### src/rtl/csel_pkg.sv
package csel_pkg;
  localparam int unsigned REG_AW = 5;
  localparam logic [8:0] FIXED_PAT = 9'b011010100;

  typedef struct packed {
    logic              wide;
    logic              inv;
    logic [REG_AW-1:0] rm;
    logic [3:0]        cond;
    logic              inc;
    logic [REG_AW-1:0] rn;
    logic [REG_AW-1:0] rd;
    logic              legal;
  } csel_fields_t;
endpackage

### src/rtl/csel_decode.sv
module csel_decode
  import csel_pkg::*;
(
  input  logic [31:0]  instr_i,
  output csel_fields_t fld_o,
  output logic         is_cset_o
);
  localparam logic [REG_AW-1:0] ZR = '1;

  always_comb begin
    fld_o.wide  = instr_i[31];
    fld_o.inv   = instr_i[30];
    fld_o.rm    = instr_i[20:16];
    fld_o.cond  = instr_i[15:12];
    fld_o.inc   = instr_i[10];
    fld_o.rn    = instr_i[9:5];
    fld_o.rd    = instr_i[4:0];
    fld_o.legal = (instr_i[29:21] == FIXED_PAT) && !instr_i[11];
  end

  assign is_cset_o = fld_o.legal && !fld_o.inv && fld_o.inc &&
                     (fld_o.rn == ZR) && (fld_o.rm == ZR);
endmodule

### src/rtl/csel_cond.sv
module csel_cond (
  input  logic [3:0] cond_i,
  input  logic [3:0] flags_i,
  output logic       taken_o
);
  logic n, z, c, v, base;
  assign {n, z, c, v} = flags_i;

  always_comb begin
    unique case (cond_i[3:1])
      3'd0:    base = z;
      3'd1:    base = c;
      3'd2:    base = n;
      3'd3:    base = v;
      3'd4:    base = c & ~z;
      3'd5:    base = (n == v);
      3'd6:    base = ~z & (n == v);
      default: base = 1'b1;
    endcase
    // always-true pair ignores the negate bit
    taken_o = (cond_i[3:1] == 3'd7) ? 1'b1 : (base ^ cond_i[0]);
  end

  always_comb begin
    if (cond_i[3:1] == 3'd7) a_r6_always_true: assert (taken_o);
  end
endmodule

### src/rtl/csel_alu.sv
module csel_alu #(
  parameter int unsigned XLEN   = 64,
  parameter int unsigned REG_AW = 5
) (
  input  logic              wide_i,
  input  logic              inv_i,
  input  logic              inc_i,
  input  logic              taken_i,
  input  logic [REG_AW-1:0] rn_idx_i,
  input  logic [REG_AW-1:0] rm_idx_i,
  input  logic [XLEN-1:0]   rn_data_i,
  input  logic [XLEN-1:0]   rm_data_i,
  output logic [XLEN-1:0]   res_o
);
  localparam int unsigned     HALF = XLEN / 2;
  localparam logic [REG_AW-1:0] ZR = '1;

  logic [XLEN-1:0] rn_v, rm_v, alt, sel;

  assign rn_v = (rn_idx_i == ZR) ? '0 : rn_data_i;
  assign rm_v = (rm_idx_i == ZR) ? '0 : rm_data_i;
  assign alt  = (inv_i ? ~rm_v : rm_v) + {{(XLEN-1){1'b0}}, inc_i};
  assign sel  = taken_i ? rn_v : alt;
  // narrow mode: low half only, wrap falls out of truncation
  assign res_o = wide_i ? sel : {{(XLEN-HALF){1'b0}}, sel[HALF-1:0]};
endmodule

### src/rtl/csel_unit.sv
module csel_unit
  import csel_pkg::*;
#(
  parameter int unsigned XLEN = 64
) (
  input  logic              clk_i,
  input  logic              rst_ni,
  input  logic              valid_i,
  input  logic [31:0]       instr_i,
  input  logic [3:0]        flags_i,
  output logic [REG_AW-1:0] rn_idx_o,
  output logic [REG_AW-1:0] rm_idx_o,
  input  logic [XLEN-1:0]   rn_data_i,
  input  logic [XLEN-1:0]   rm_data_i,
  output logic              valid_o,
  output logic [XLEN-1:0]   result_o,
  output logic              wr_en_o,
  output logic [REG_AW-1:0] rd_idx_o,
  output logic              is_cset_o,
  output logic              illegal_o
);
  localparam logic [REG_AW-1:0] ZR = '1;

  csel_fields_t    fld;
  logic            cset, taken;
  logic [XLEN-1:0] res;

  csel_decode u_dec (.instr_i(instr_i), .fld_o(fld), .is_cset_o(cset));

  csel_cond u_cond (.cond_i(fld.cond), .flags_i(flags_i), .taken_o(taken));

  csel_alu #(.XLEN(XLEN), .REG_AW(REG_AW)) u_alu (
    .wide_i   (fld.wide),
    .inv_i    (fld.inv),
    .inc_i    (fld.inc),
    .taken_i  (taken),
    .rn_idx_i (fld.rn),
    .rm_idx_i (fld.rm),
    .rn_data_i(rn_data_i),
    .rm_data_i(rm_data_i),
    .res_o    (res)
  );

  assign rn_idx_o = fld.rn;
  assign rm_idx_o = fld.rm;

  always_ff @(posedge clk_i or negedge rst_ni) begin
    if (!rst_ni) begin
      valid_o   <= 1'b0;
      wr_en_o   <= 1'b0;
      result_o  <= '0;
      rd_idx_o  <= '0;
      is_cset_o <= 1'b0;
      illegal_o <= 1'b0;
    end else begin
      valid_o <= valid_i;
      wr_en_o <= valid_i && fld.legal && (fld.rd != ZR);
      if (valid_i) begin
        result_o  <= fld.legal ? res : '0;
        rd_idx_o  <= fld.rd;
        is_cset_o <= cset;
        illegal_o <= !fld.legal;
      end
    end
  end

  a_r10_valid_follows: assert property (@(posedge clk_i) disable iff (!rst_ni)
    valid_i |=> valid_o);
  a_r10_idle_no_write: assert property (@(posedge clk_i) disable iff (!rst_ni)
    !valid_i |=> !wr_en_o);
  a_r8_no_zr_write: assert property (@(posedge clk_i) disable iff (!rst_ni)
    wr_en_o |-> (rd_idx_o != ZR));
  a_r7_illegal_quiet: assert property (@(posedge clk_i) disable iff (!rst_ni)
    illegal_o |-> (!wr_en_o && !is_cset_o && result_o == '0));
  a_r9_cset_bit: assert property (@(posedge clk_i) disable iff (!rst_ni)
    (valid_o && is_cset_o) |-> (result_o[XLEN-1:1] == '0));
endmodule

### config.mk
export PLATFORM = sky130hd
export DESIGN_NAME = csel_unit
export DESIGN_NICKNAME = d
export VERILOG_FILES = /design/src/rtl/csel_pkg.sv /design/src/rtl/csel_decode.sv /design/src/rtl/csel_cond.sv /design/src/rtl/csel_alu.sv /design/src/rtl/csel_unit.sv
export SDC_FILE = /design/constraint.sdc
export NUM_CORES = 1
export LEC_CHECK = 0
export BUFFER_PORTS_ARGS = -buffer_cell sky130_fd_sc_hd__buf_4
export CAP_MARGIN = 25
export CORE_UTILIZATION = 46
export DETAILED_ROUTE_END_ITERATION = 8
export PLACE_DENSITY_LB_ADDON = 0.2
export SYNTH_ARGS = -nofsm -noshare
export SYNTH_HDL_FRONTEND = slang
export SYNTH_SLANG_ARGS = --single-unit
### constraint.sdc
create_clock -name clk_i -period 0.9 [get_ports clk_i]
set_input_delay 0.045 -clock clk_i [delete_from_list [all_inputs] [get_ports clk_i]]
set_output_delay 0.045 -clock clk_i [all_outputs]
set_load 0.03 [all_outputs]
==> results.yml, run 1 <==
floorplanning:
  fp-row-count: 43
  io_pins: 250
  floorplan.die.width_um: 123
  start_util_pct: 47.8
  floorplan.die.height_um: 123
logic_synthesis:
  netlist_top_cells_area: "dfrtp_1 27%, xnor2_1 11%, nand2_1 4.8%"
  synthDistinctLibCells: 77
  synth_ff_type: "dfrtp_1"
  synthesis.nets: 1008
  syn-mean-instance-area_um2: 8.04
  ys_ff_latch: 73
  yosys.area.top_type_share_pct: 27.1
  synth.yosys.seq_area_share_pct: 27.1
  number_of_synthesis_warnings: 0
  syn-instance-count: 839
  synth.cell_area_um2: 6740
  dominant_cell_type_by_area_after_synthesis: "dfrtp_1"
  synth_commonest_cells: "87 x nand2_1, 86 x xnor2_1, 73 x dfrtp_1, 57 x o21ai_0, 45 x clkbuf_1"
  post-synth-top-count-cell: "nand2_1"
  asyncSetResetFlopFracSynth_pct: 100
  synth-edff-count: 0
sta:
  grt-worst-endpoint: "result_o[36]$_DFFE_PN0P_/D"
  timing.worst_endpoint.kind: "sequential cell input"
cts:
  cts_root_buf: "clkbuf_16"
  clock_sink_count: 73
  cts_max_path_buffers: 2
  number_of_buffers_added_by_the_clock_tree_synthesis_step: 9
  h-tree-depth: 3
place:
  inst_count_dp: 1394
  place.gp.congestion: 0.945
  hpwlAfterDp_um: 21400
  port-buffer-count: 249
  post-place-ws_ps: -1620
outcome:
  first-error: "[ERROR GRT-0232] Routing congestion too high. Check the congestion heatmap in the GUI."
  outcome: "stopped before the end"
  stage_at_which_the_flow_ended: "global routing (5_1_grt)"
global_route:
  global_route.overflow_total: 47
  grt_max_degree: 44
  global_route.usage.total_pct: 75.6
==> repair_timing <==
item / in CTS
pin swaps: 93
gates cloned: 3
setup buffers: 36
resized for setup: 270
endpoints found under the setup margin: 138
hold buffers: 58
hold endpoints to repair: 131
==> per-layer routing <==
layer / global-route usage [%] / overflow
met1: 75.9 / 0
met2: 93.4 / 19
met3: 59.7 / 1
met4: 76.3 / 27
met5: 12.8 / 0
==> through the flow <==
stage                     area (µm²)  setup TNS (ps)  hold slack (ps)
after floorplan                 6890          -94510             -251
after global placement         10200          -91780             46.0
after detailed placement       10300          -87910             43.5
after CTS                      12600          -59910             2.35
==> logic make-up after synthesis <==
family	synth area share, %
XOR/XNOR	12.0
flip-flops	27.1
AO/OA/AOI/OAI	28.7
buffers and inverters	6.51
multiplexers	1.32
adder cells (fa/ha/maj)	0.371
AND/OR/NAND/NOR	24.1
==> run 2: changes to the inputs <==
- CORE_UTILIZATION: 46 -> 40
- PLACE_DENSITY_LB_ADDON: 0.2 -> 0.15
- clock period: 0.9 -> 1.17 ns (I/O delays scaled with it)
==> run 2 against run 1 <==
Effect of this change:
- the flow now finishes, with violations (hold timing, setup timing)
- synthesized cell count unchanged
- area after synthesis unchanged
==> results.yml, run 2 <==
layout:
  final.fill_count: 1080
  area_delta_synth_final_pct: 92.8
  regMostFlops: "result_o"
  top_regs: "result_o x64, rd_idx_o x5"
  largest_register_ff_count: 64
  mostFrequentLayoutCell: "buf_4"
  antennaDiodeCount: 0
  final_layout_size_suffix_gt1_share_pct: 52.3
  layoutNonFillerInstCount: 1563
  finish.utilization_pct: 78.7
  final_nets: 1507
  layout.cells.most_common_list: "442 x buf_4, 77 x nand2_1, 73 x dfrtp_1"
logic_synthesis:
  syn-mean-instance-area_um2: 8.04
  number_of_synthesis_warnings: 0
  ys_ff_latch: 73
  post_synth_and_or_nand_nor_area_fraction_pct: 24.1
  dominant_cell_type_by_area_after_synthesis: "dfrtp_1"
  post-synth-top-count-cell: "nand2_1"
  synth_ff_type: "dfrtp_1"
  complex_gate_fraction_of_the_synthesized_area_pct: 28.7
  asyncSetResetFlopFracSynth_pct: 100
  synthDistinctLibCells: 77
  syn-instance-count: 839
  yosys.area_share.adder_pct: 0.371
  yosys.area.top_type_share_pct: 27.1
  synth.yosys.seq_area_share_pct: 27.1
  dominant_combinational_cell_family_by_area_after_synthesis: "compound AO/OA/AOI/OAI gates"
  synth_xor_area_share_pct: 12.0
  synth-edff-count: 0
  mux_share_of_post_synthesis_cell_area_pct: 1.32
  synthesis.nets: 1008
  netlist_top_cells_area: "dfrtp_1 27%, xnor2_1 11%, nand2_1 4.8%"
  synth.cell_area_um2: 6740
  synth_commonest_cells: "87 x nand2_1, 86 x xnor2_1, 73 x dfrtp_1, 57 x o21ai_0, 45 x clkbuf_1"
cts:
  clock_sink_count: 73
  number_of_buffers_added_by_the_clock_tree_synthesis_step: 9
  cts_root_buf: "clkbuf_16"
  cts_max_path_buffers: 2
  clock_latency_ps: 340
  worst_setup_hold_path_clk_slew_ps: 70
  clock_tree_from_tritoncts: "yes"
  h-tree-depth: 3
sta:
  fmax_mhz: 477
  worst_clock_skew_ps: 0
  transition_time_at_the_pin_with_the_least_slew_margin_ps: 567
  fin_setup_tns_ps: -46780
  worst_hold_slack_ps: -1.79
  report.final.hold_viol_count: 1
  number_of_failing_setup_endpoints_in_the_final_timing_report: 64
  min_period_ps: 2090
  grt_setup_unrepaired: "yes"
  maxSlewViolCount: 0
  final.setup.worst_slack_ps: -925
  final_min_period_over_clock_period_pct: 179
  timing.slew.headroom_pct: 61.8
power:
  p_int_w: 0.00634
  pwr-share-comb_pct: 36.2
  largest_voltage_drop_on_the_vdd_net_uv: 673
  power_frac_clock_pct: 35.8
  power.share.switching_pct: 30.4
  netSwitchingPower_w: 0.00277
  reg_power_share_pct: 28.0
  report.power.total_w: 0.00912
  p_leak_nw: 5.90
  cellPowerDensity_nw_per_um2: 701
global_route:
  grt_max_degree: 48
  global_route.usage.total_pct: 33.0
  grt_pass1_wl_um: 45600
  global_route.overflow_total: 0
  initial_antenna_violation_count: 0
  grt_pass1_vias: 8806
place:
  inst_count_dp: 1452
  hpwlAfterDp_um: 20900
  port-buffer-count: 249
  place.gp.congestion: 0.924
outcome:
  outcome: "complete, but fails checks"
  failed_checks: "hold timing, setup timing"
floorplanning:
  core_region_area_um2: 16500
  floorplan.die.width_um: 132
  io_pins: 250
  start_util_pct: 40.8
  fp-row-count: 47
  die_area_um2: 17400
  floorplan.die.height_um: 132
detailed_routing:
  initialDrtViolationCount: 757
  detail-route-antenna-nets: 0
  drt-vias-per-instance: 5.92
  dr_total_vias: 9252
  detailedRoute.firstPassIterationCount: 5
  wl_per_cell_um: 19.7
  route.final.wire_length_um: 30800
  drt_drc_violations_left: 0
setup_path:
  cpPeakStageDelay_ps: 310
  start_kind: "input pin"
  cells_along_the_critical_path: "buf_6 -> and3_4 -> nand2_4 -> nand2_4 -> xnor2_2 -> ha_2 -> o31ai_4 -> buf_6 -> nor4_4 -> buf_6 -> buf_6 -> nand4_4 -> xnor2_2 -> nor2_1 -> a221o_1"
  criticalPathCategory: "input pin to register"
  cp.buffers_inverters: 4
  crit_path_end_kind: "register"
  cp_data_required_time_ps: 1390
  timing.critical_path.mode_cell: "buf_6"
  worstPathArrival_ps: 2320
  cp_slowest_cell: "nor4_4"
  crit_path_max_fanout: 3
  timing.critical_path.max_delay_family: "simple AND/OR/NAND/NOR gates"
hold_path:
  holdCritPathClass: "input pin to register"
run:
  cap_violations: 0
run 2: timing repair:
action | 4_1_cts | 5_1_grt
gates resized for setup | 179 | 90
hold endpoints to repair | 130 | 0
pin swaps | 63 | 52
buffers inserted | 22 | 23
setup endpoints to repair | 65 | 64
gates cloned | 1 | 3
hold buffers | 57 | 0
run 2: metal layers:
metal	wire [µm]	vias to the layer above	track usage (%)
met5	0	-	0
met4	1260	0	13.2
met3	2660	105	6.92
met2	14700	495	54.8
met1	12200	4480	41.7
li1	-	4172	-
run 2: power by group through the flow:
stage / Clock, W / Combinational [W] / Sequential (W)
3_3_place_gp: 0 / 0.00250 / 0.00260
5_1_grt: 0.00338 / 0.00348 / 0.00256
3_5_place_dp: 0 / 0.00252 / 0.00260
4_1_cts: 0.00332 / 0.00303 / 0.00255
2_1_floorplan: 0 / 0.00114 / 0.00264
6_report: 0.00326 / 0.00330 / 0.00256
run 2: layout make-up:
class                   instances  area, µm²  share of cell area [%]
clock buffers                  10        229                    1.76
flip-flops and latches         73       1830                    14.1
well taps                     220        275                    2.12
multi-input cells             665       5550                    42.7
repair buffers                572       4940                    38.0
inverters                      17       66.3                   0.510
clock inverters                 6        115                   0.885
run 2: logic make-up (layout without fill, tap and decap cells):
logic type	after synthesis	in the layout
AND/OR/NAND/NOR	301	301
AO/OA/AOI/OAI	263	263
buffers and inverters	101	605
XOR/XNOR	92	92
flip-flops	73	73
multiplexers	7	7
adder cells (fa/ha/maj)	2	2
run 2: final timing paths:
path / start / endpoint / depth (start not counted) / slack [ps]
worst max-delay path: instr_i[20] / result_o[52]$_DFFE_PN0P_ / 15 / -920
max in group asynchronous: rst_ni / result_o[9]$_DFFE_PN0P_ / 3 / 520
worst min-delay path: rn_data_i[5] / result_o[5]$_DFFE_PN0P_ / 3 / -2
worst min register to register: result_o[5]$_DFFE_PN0P_ / result_o[5]$_DFFE_PN0P_ / 1 / 490
worst max register to register: result_o[60]$_DFFE_PN0P_ / result_o[60]$_DFFE_PN0P_ / 2 / 220
min in group asynchronous: rst_ni / result_o[0]$_DFFE_PN0P_ / 2 / 150
run 2: stage by stage:
step                hold WS (ps)  area (µm²)  worst slack (ps)
global placement           -25.4       10400             -1340
finish                     -1.79       13000              -925
CTS                         2.04       12400              -835
floorplan                   -237        6890             -1450
detailed placement         -23.7       10400             -1390
global route                19.5       13000              -972
run 2: tightest hold or removal path: stages:
cell       delay [ps]
buf_4              80
a31oi_1            60
o2bb2ai_1         120
Note: power is estimated with default switching activity, not from simulation.
